==> config.mk <==
export PLATFORM = sky130hd
export DESIGN_NAME = irq_prio_ctrl
export DESIGN_NICKNAME = d
export VERILOG_FILES = /design/src/rtl/irq_prio_pkg.sv /design/src/rtl/irq_cfg_regs.sv /design/src/rtl/irq_flag_bank.sv /design/src/rtl/irq_pick.sv /design/src/rtl/irq_prio_ctrl.sv
export SDC_FILE = /design/constraint.sdc
export NUM_CORES = 1
export LEC_CHECK = 0
export CORE_MARGIN = 5
export CORE_UTILIZATION = 53
export DETAILED_ROUTE_END_ITERATION = 12
export PLACE_DENSITY = 0.8
export SETUP_SLACK_MARGIN = 0.4
export SYNTH_ARGS = -nofsm -noshare
export SYNTH_HDL_FRONTEND = slang
export SYNTH_SLANG_ARGS = --single-unit
==> constraint.sdc <==
create_clock -name clk -period 12.07 [get_ports clk]
set_input_delay 2.414 -clock clk [delete_from_list [all_inputs] [get_ports clk]]
set_output_delay 2.414 -clock clk [all_outputs]
set_load 0.01 [all_outputs]
==> src/rtl/irq_prio_pkg.sv <==
package irq_prio_pkg;
    localparam int unsigned LVL_W = 3;
    typedef logic [LVL_W-1:0] lvl_t;

    localparam int unsigned ADR_IE   = 0;
    localparam int unsigned ADR_IPL  = 1;
    localparam int unsigned ADR_FCLR = 2;
    localparam int unsigned ADR_LVL0 = 4;
endpackage

==> src/rtl/irq_cfg_regs.sv <==
module irq_cfg_regs
    import irq_prio_pkg::*;
#(
    parameter int unsigned N_SRC  = 8,
    parameter int unsigned ADDR_W = 4
) (
    input  logic                   clk,
    input  logic                   rst_n,
    input  logic                   wr_en,
    input  logic [ADDR_W-1:0]      wr_addr,
    input  logic [LVL_W-1:0]       wr_field,
    output logic                   ie_d_o,
    output lvl_t                   ipl_d_o,
    output lvl_t [N_SRC-1:0]       lvl_d_o
);
    typedef struct packed {
        logic             ie;
        lvl_t             ipl;
        lvl_t [N_SRC-1:0] lvl;
    } cfg_t;

    cfg_t cfg_d, cfg_q;

    always_comb begin
        cfg_d = cfg_q;
        if (wr_en) begin
            if (wr_addr == ADDR_W'(ADR_IE))
                cfg_d.ie = wr_field[0];
            if (wr_addr == ADDR_W'(ADR_IPL))
                cfg_d.ipl = wr_field;
            for (int k = 0; k < int'(N_SRC); k++) begin
                if (wr_addr == ADDR_W'(int'(ADR_LVL0) + k))
                    cfg_d.lvl[k] = wr_field;
            end
        end
    end

    always_ff @(posedge clk or negedge rst_n) begin
        if (!rst_n) cfg_q <= '0;
        else        cfg_q <= cfg_d;
    end

    assign ie_d_o  = cfg_d.ie;
    assign ipl_d_o = cfg_d.ipl;
    assign lvl_d_o = cfg_d.lvl;
endmodule

==> src/rtl/irq_flag_bank.sv <==
module irq_flag_bank #(
    parameter int unsigned N_SRC = 8
) (
    input  logic             clk,
    input  logic             rst_n,
    input  logic [N_SRC-1:0] set_req,
    input  logic [N_SRC-1:0] sw_clr,
    input  logic [N_SRC-1:0] ack_clr,
    output logic [N_SRC-1:0] flags_q_o,
    output logic [N_SRC-1:0] flags_d_o
);
    typedef struct packed {
        logic [N_SRC-1:0] flag;
    } fb_t;

    fb_t fb_d, fb_q;

    // per-bit next state: a fresh request outranks either clear source
    for (genvar k = 0; k < N_SRC; k++) begin : g_bit
        always_comb begin
            fb_d.flag[k] = set_req[k] | (fb_q.flag[k] & ~sw_clr[k] & ~ack_clr[k]);
        end
    end

    always_ff @(posedge clk or negedge rst_n) begin
        if (!rst_n) fb_q <= '0;
        else        fb_q <= fb_d;
    end

    assign flags_q_o = fb_q.flag;
    assign flags_d_o = fb_d.flag;
endmodule

==> src/rtl/irq_pick.sv <==
module irq_pick
    import irq_prio_pkg::*;
#(
    parameter int unsigned N_SRC = 8,
    parameter int unsigned IDX_W = 3
) (
    input  logic             ie,
    input  lvl_t             ipl,
    input  logic [N_SRC-1:0] flags,
    input  lvl_t [N_SRC-1:0] lvl,
    output logic             any_o,
    output logic [IDX_W-1:0] idx_o,
    output lvl_t             lvl_o
);
    logic [N_SRC-1:0] elig;

    for (genvar k = 0; k < N_SRC; k++) begin : g_elig
        assign elig[k] = ie & flags[k] & (lvl[k] > ipl);
    end

    // scan from the top index down; ">=" lets a lower index take a tie
    always_comb begin
        any_o = 1'b0;
        idx_o = '0;
        lvl_o = '0;
        for (int k = int'(N_SRC) - 1; k >= 0; k--) begin
            if (elig[k] && (lvl[k] >= lvl_o)) begin
                any_o = 1'b1;
                idx_o = IDX_W'(k);
                lvl_o = lvl[k];
            end
        end
    end
endmodule

==> src/rtl/irq_prio_ctrl.sv <==
module irq_prio_ctrl
    import irq_prio_pkg::*;
#(
    parameter int unsigned N_SRC  = 8,
    localparam int unsigned IDX_W  = (N_SRC > 1) ? $clog2(N_SRC) : 1,
    localparam int unsigned ADDR_W = $clog2(N_SRC + ADR_LVL0)
) (
    input  logic              clk,
    input  logic              rst_n,
    input  logic [N_SRC-1:0]  src_req_i,
    input  logic              wr_en_i,
    input  logic [ADDR_W-1:0] wr_addr_i,
    input  logic [N_SRC-1:0]  wr_data_i,
    input  logic              irq_ack_i,
    output logic              irq_pend_o,
    output logic [IDX_W-1:0]  irq_src_o,
    output logic [LVL_W-1:0]  irq_lvl_o,
    output logic [N_SRC-1:0]  req_flags_o
);
    typedef struct packed {
        logic             pend;
        logic [IDX_W-1:0] src;
        lvl_t             lvl;
    } out_t;

    out_t out_d, out_q;

    logic             ie_nx;
    lvl_t             ipl_nx;
    lvl_t [N_SRC-1:0] lvl_nx;
    logic [N_SRC-1:0] flags_q, flags_nx;
    logic [N_SRC-1:0] sw_clr, ack_clr;
    logic             pk_any;
    logic [IDX_W-1:0] pk_idx;
    lvl_t             pk_lvl;
    logic             keep;

    irq_cfg_regs #(.N_SRC(N_SRC), .ADDR_W(ADDR_W)) u_cfg (
        .clk      (clk),
        .rst_n    (rst_n),
        .wr_en    (wr_en_i),
        .wr_addr  (wr_addr_i),
        .wr_field (wr_data_i[LVL_W-1:0]),
        .ie_d_o   (ie_nx),
        .ipl_d_o  (ipl_nx),
        .lvl_d_o  (lvl_nx)
    );

    assign sw_clr = (wr_en_i && (wr_addr_i == ADDR_W'(ADR_FCLR))) ? ~wr_data_i : '0;

    for (genvar k = 0; k < N_SRC; k++) begin : g_ack
        assign ack_clr[k] = out_q.pend & irq_ack_i & (out_q.src == IDX_W'(k));
    end

    irq_flag_bank #(.N_SRC(N_SRC)) u_flags (
        .clk       (clk),
        .rst_n     (rst_n),
        .set_req   (src_req_i),
        .sw_clr    (sw_clr),
        .ack_clr   (ack_clr),
        .flags_q_o (flags_q),
        .flags_d_o (flags_nx)
    );

    // decision is taken on next-state values so outputs line up with the state
    irq_pick #(.N_SRC(N_SRC), .IDX_W(IDX_W)) u_pick (
        .ie    (ie_nx),
        .ipl   (ipl_nx),
        .flags (flags_nx),
        .lvl   (lvl_nx),
        .any_o (pk_any),
        .idx_o (pk_idx),
        .lvl_o (pk_lvl)
    );

    always_comb begin
        keep = out_q.pend & ~irq_ack_i & ie_nx & flags_nx[out_q.src]
             & (lvl_nx[out_q.src] > ipl_nx);
        if (keep) begin
            out_d     = out_q;
            out_d.lvl = lvl_nx[out_q.src];
        end else begin
            out_d.pend = pk_any;
            out_d.src  = pk_idx;
            out_d.lvl  = pk_lvl;
        end
    end

    always_ff @(posedge clk or negedge rst_n) begin
        if (!rst_n) out_q <= '0;
        else        out_q <= out_d;
    end

    assign irq_pend_o  = out_q.pend;
    assign irq_src_o   = out_q.src;
    assign irq_lvl_o   = out_q.lvl;
    assign req_flags_o = flags_q;
endmodule

==> results.py <==
metrics = {
    "cells_and_area": {
        "multi_input_comb_area_um2": 3320,
        "final_core_utilization_pct": 77.6,
        "fillers": 454,
        "layout.cells.non_filler": 717,
        "nets": 671,
        "synthToLayoutAreaGrowth_pct": 42.5,
        "final-seq-area_um2": 1080,
        "num_antenna_cells": 0,
        "share_of_cells_above_drive_strength_1_pct": 38.5,
    },
    "sta": {
        "tightest_slew_ns": 1.08,
        "unrepaired_setup_endpoints_after_global_routing": "yes",
        "fin_crit_ns": 13.00,
        "setup_violations": 7,
        "final_hold_viol_count": 0,
        "largest_clock_skew_in_the_final_design_ns": 0.00660,
        "fmax_ghz": 0.0769,
        "post-route-worst-setup-slack_ns": -0.932,
        "slew_headroom_pct": 28.2,
        "post-route-period-util_pct": 108,
        "slew_violations": 0,
        "timing.hold.ws_ns": 0.536,
    },
    "placement": {
        "post-dp-hpwl_um": 10900,
        "port_buffers": 38,
        "placed_cells_incl_taps": 688,
        "global_placement_routability_congestion": 1.00,
    },
    "floorplanning": {
        "io_pins": 39,
        "die_height_um": 99.3,
        "fp-row-count": 32,
        "fp.coreArea_um2": 7770,
        "chipWidth_um": 99.3,
        "die-area_um2": 9870,
        "floorplan.initialDensity_pct": 54.4,
    },
    "power": {
        "power_frac_comb_pct": 70.0,
        "p_clk_share_pct": 9.8,
        "power_per_cell_area_nw_per_um2": 173,
        "vdd.ir_drop.worst_v": 0.0000881,
        "power.leakage_nw": 2.67,
        "seqPwrFrac_pct": 20.2,
        "power.internal_w": 0.000578,
        "power_switching_w": 0.000465,
        "fin_total_pwr_w": 0.00104,
        "sw_frac_of_total_pct": 44.6,
    },
    "global_route": {
        "via_count_of_the_first_global_routing_pass": 4661,
        "first_pass_grt_wire_length_um": 23600,
        "antenna_found_initial": 0,
        "grt_max_degree": 44,
        "grt-ovfl-total": 0,
        "globalRouteTotalUtil_pct": 30.3,
    },
    "clock_network": {
        "htree_num_levels": 2,
        "clk_root_buffer_cell": "clkbuf_8",
        "tritoncts_clock_tree": "done",
        "tritoncts.num_buffers": 5,
        "cts-root-to-sink-buffers": 2,
        "clk-insertion-delay-late_ns": 0.31,
        "post_cts_hold_buffer_count": 0,
        "tritoncts_num_sinks": 43,
        "clk_transition_reported_paths_ns": 0.09,
    },
    "detailed_routing": {
        "wirelength_um": 16200,
        "antenna_left": 0,
        "drt_pass1_iterations": 6,
        "vias": 4782,
        "via_per_instance_ratio": 6.67,
        "drc": 0,
        "routed_wire_length_per_instance_um": 22.5,
        "drt_first_iter_violations": 547,
    },
    "worst_setup_path": {
        "timing.critical_path.required_ns": 12.25,
        "cp.arrival_ns": 13.19,
        "worst_path_max_delay_cell": "or3_4",
        "worst-r2r-setup-slack_ns": 0.88,
        "critical_path_endpoint_category": "flop",
        "reg2reg_from": "u_cfg.cfg_q[25]$_DFF_PN0_",
        "timing_worst_setup_path_type": "in2reg",
        "cp_slowest_stage_delay_ns": 0.40,
        "worstPathMaxFanout": 6,
        "timing.critical_path.from": "wr_addr_i[0]",
        "regToRegEndpoint": "irq_lvl_o[1]$_DFF_PN0_",
        "type_of_element_launching_the_critical_path": "input pin",
        "worst_r2r_path_depth": 54,
    },
    "hold_path": {
        "worstHoldPathCells": 1,
        "min_from": "u_flags.flags_q_o[0]$_DFF_PN0_",
        "worstHoldPathType": "reg2reg",
        "holdPathEnd": "u_flags.flags_q_o[0]$_DFF_PN0_",
    },
    "yosys": {
        "synth_xor_xnor_area_share_pct": 1.86,
        "synth_compound_area_share_pct": 23.0,
        "yosys.area_share.adder_pct": 10.5,
        "synthTopCellsByArea": "dfrtp_1 (25%), ha_1 (9.8%), mux2i_1 (5.4%), mux4_2 (3.7%), inv_1 (3.0%)",
        "synth.avg_cell_area_um2": 8.94,
        "synth.largest_area_cell": "dfrtp_1",
        "synth_edf_count": 0,
        "synth_simple_gate_area_share_pct": 20.6,
        "yosysTopAreaCellShare_pct": 25.4,
        "synthesis.instances": 473,
        "asyncSetResetFlopFracSynth_pct": 100,
        "post_synth_num_cell_types": 87,
        "largest_family_of_logic_cells_by_synthesized_area": "compound AO/OA/AOI/OAI gates",
        "synth-seq-cells": 43,
        "yosysWarnings": 0,
        "seq_total_area_yosys_pct": 25.4,
        "yosys-mux-area-fraction_pct": 12.7,
        "syn-cell-area_um2": 4230,
        "ys_dominant_reg_cell": "dfrtp_1",
        "syn_nets": 530,
    },
    "job": {
        "max_cap_violations": 0,
    },
    "status": {
        "failed_checks": "setup timing",
        "result_of_the_run": "complete, but fails checks",
    },
}
power by group through the flow:
stage               registers, W  clock network [W]  logic [W]
detailed placement      0.000210                  0   0.000609
finish                  0.000210           0.000102   0.000730
floorplan               0.000198                  0   0.000397
CTS                     0.000207           0.000101   0.000649
global placement        0.000208                  0   0.000581
global route            0.000213           0.000107   0.000777
layout by cell type, fill, tap and decap left out, types with 16 or more instances in the layout:
cell and count:
buf_4 116, inv_1 32, o21ai_0 16, mux2i_1 21, nand2_1 28, ha_1 28
nor2_1 21, dfrtp_1 43, a21oi_1 22, clkdlybuf4s50_1 31
area by class of cell:
class,count,area share [%]
Clock inverter,3,0.415
Timing Repair Buffer,156,21.0
Tap cell,102,2.12
Sequential cell,43,17.9
Inverter,37,2.35
Multi-Input combinational cell,371,55.2
Clock buffer,5,1.14
state kept, by name, indices dropped and copies added, names as in the netlist:
signal             count
irq_lvl_o              3
irq_pend_o             1
irq_src_o              3
u_cfg.cfg_q           28
u_flags.flags_q_o      8
layer usage:
layer  vias up  global-route usage, %  wire, µm
met1      2241                   37.4      6090
met2       373                   49.8      7270
met5         -                      0         0
li1       2048                      -         -
met4         0                   16.6      1080
met3       120                   5.61      1730
stage by stage:
| stage | setup TNS [ns] | cell area [µm²] | worst slack (ns) |
|---|---|---|---|
| final | -5.60 | 6030 | -0.932 |
| after global routing | -8.74 | 6030 | -1.36 |
| after CTS | -4.06 | 5800 | -0.677 |
| after detailed placement | -11.42 | 5520 | -1.72 |
| after global placement | -8.02 | 5520 | -1.26 |
| after floorplan | -3.48 | 4410 | -0.592 |
kinds of logic (layout without fill, tap and decap cells):
| kind of cell | Yosys count | count (layout) |
|---|---|---|
| mux | 42 | 42 |
| xor+xnor | 9 | 9 |
| simple gates | 155 | 155 |
| compound gates | 129 | 129 |
| flops | 43 | 43 |
| buf+inv | 59 | 201 |
| fa+ha+maj | 36 | 36 |
repair_timing:
| action | 4_1_cts | 5_1_grt |
|---|---|---|
| pin swaps | 24 | 12 |
| gates resized for setup | 32 | 44 |
| hold endpoints to repair | 0 | 0 |
| endpoints found under the setup margin | 7 | 7 |
| setup buffers | 10 | 11 |
synthesized netlist by cell type, types with 4 or more instances:
cell and n:
dfrtp_1 43, inv_1 34, ha_1 33, nand2_1 32
a21oi_1 25, nor2_1 25, mux2i_1 23, o21ai_0 22
nor3_1 17, nand2b_1 13, nand3_1 12, clkbuf_1 11
mux2_2 10, a21o_1 9, a31oi_1 8, and3_1 8
mux4_2 7, a211oi_1 6, nor2b_1 6, o2111ai_1 6
or3_1 6, xnor2_1 6, o21bai_1 5, or2_2 5
and2_1 4, buf_4 4, nand3b_1 4, o221ai_1 4
worst max-delay path: cells and delay by family:
family / cells / cell delay, ns
AO/OA/AOI/OAI: 23 / 3.95
AND/OR/NAND/NOR: 15 / 3.04
adder cells (fa/ha/maj): 8 / 2.04
multiplexers: 4 / 1.32
buffers and inverters: 5 / 0.42
worst max-delay path by stage:
| stage | to | slack [ns] | cells after the start |
|---|---|---|---|
| finish | irq_lvl_o[1]$_DFF_PN0_ | -0.93 | 55 |
| global route | irq_lvl_o[1]$_DFF_PN0_ | -1.36 | 59 |
| CTS | irq_lvl_o[1]$_DFF_PN0_ | -0.68 | 62 |
| detailed placement | irq_lvl_o[1]$_DFF_PN0_ | -1.72 | 61 |
| global placement | irq_lvl_o[1]$_DFF_PN0_ | -1.26 | 61 |
| floorplan | irq_lvl_o[1]$_DFF_PN0_ | -0.59 | 59 |
(Power assumes the default switching activity.)
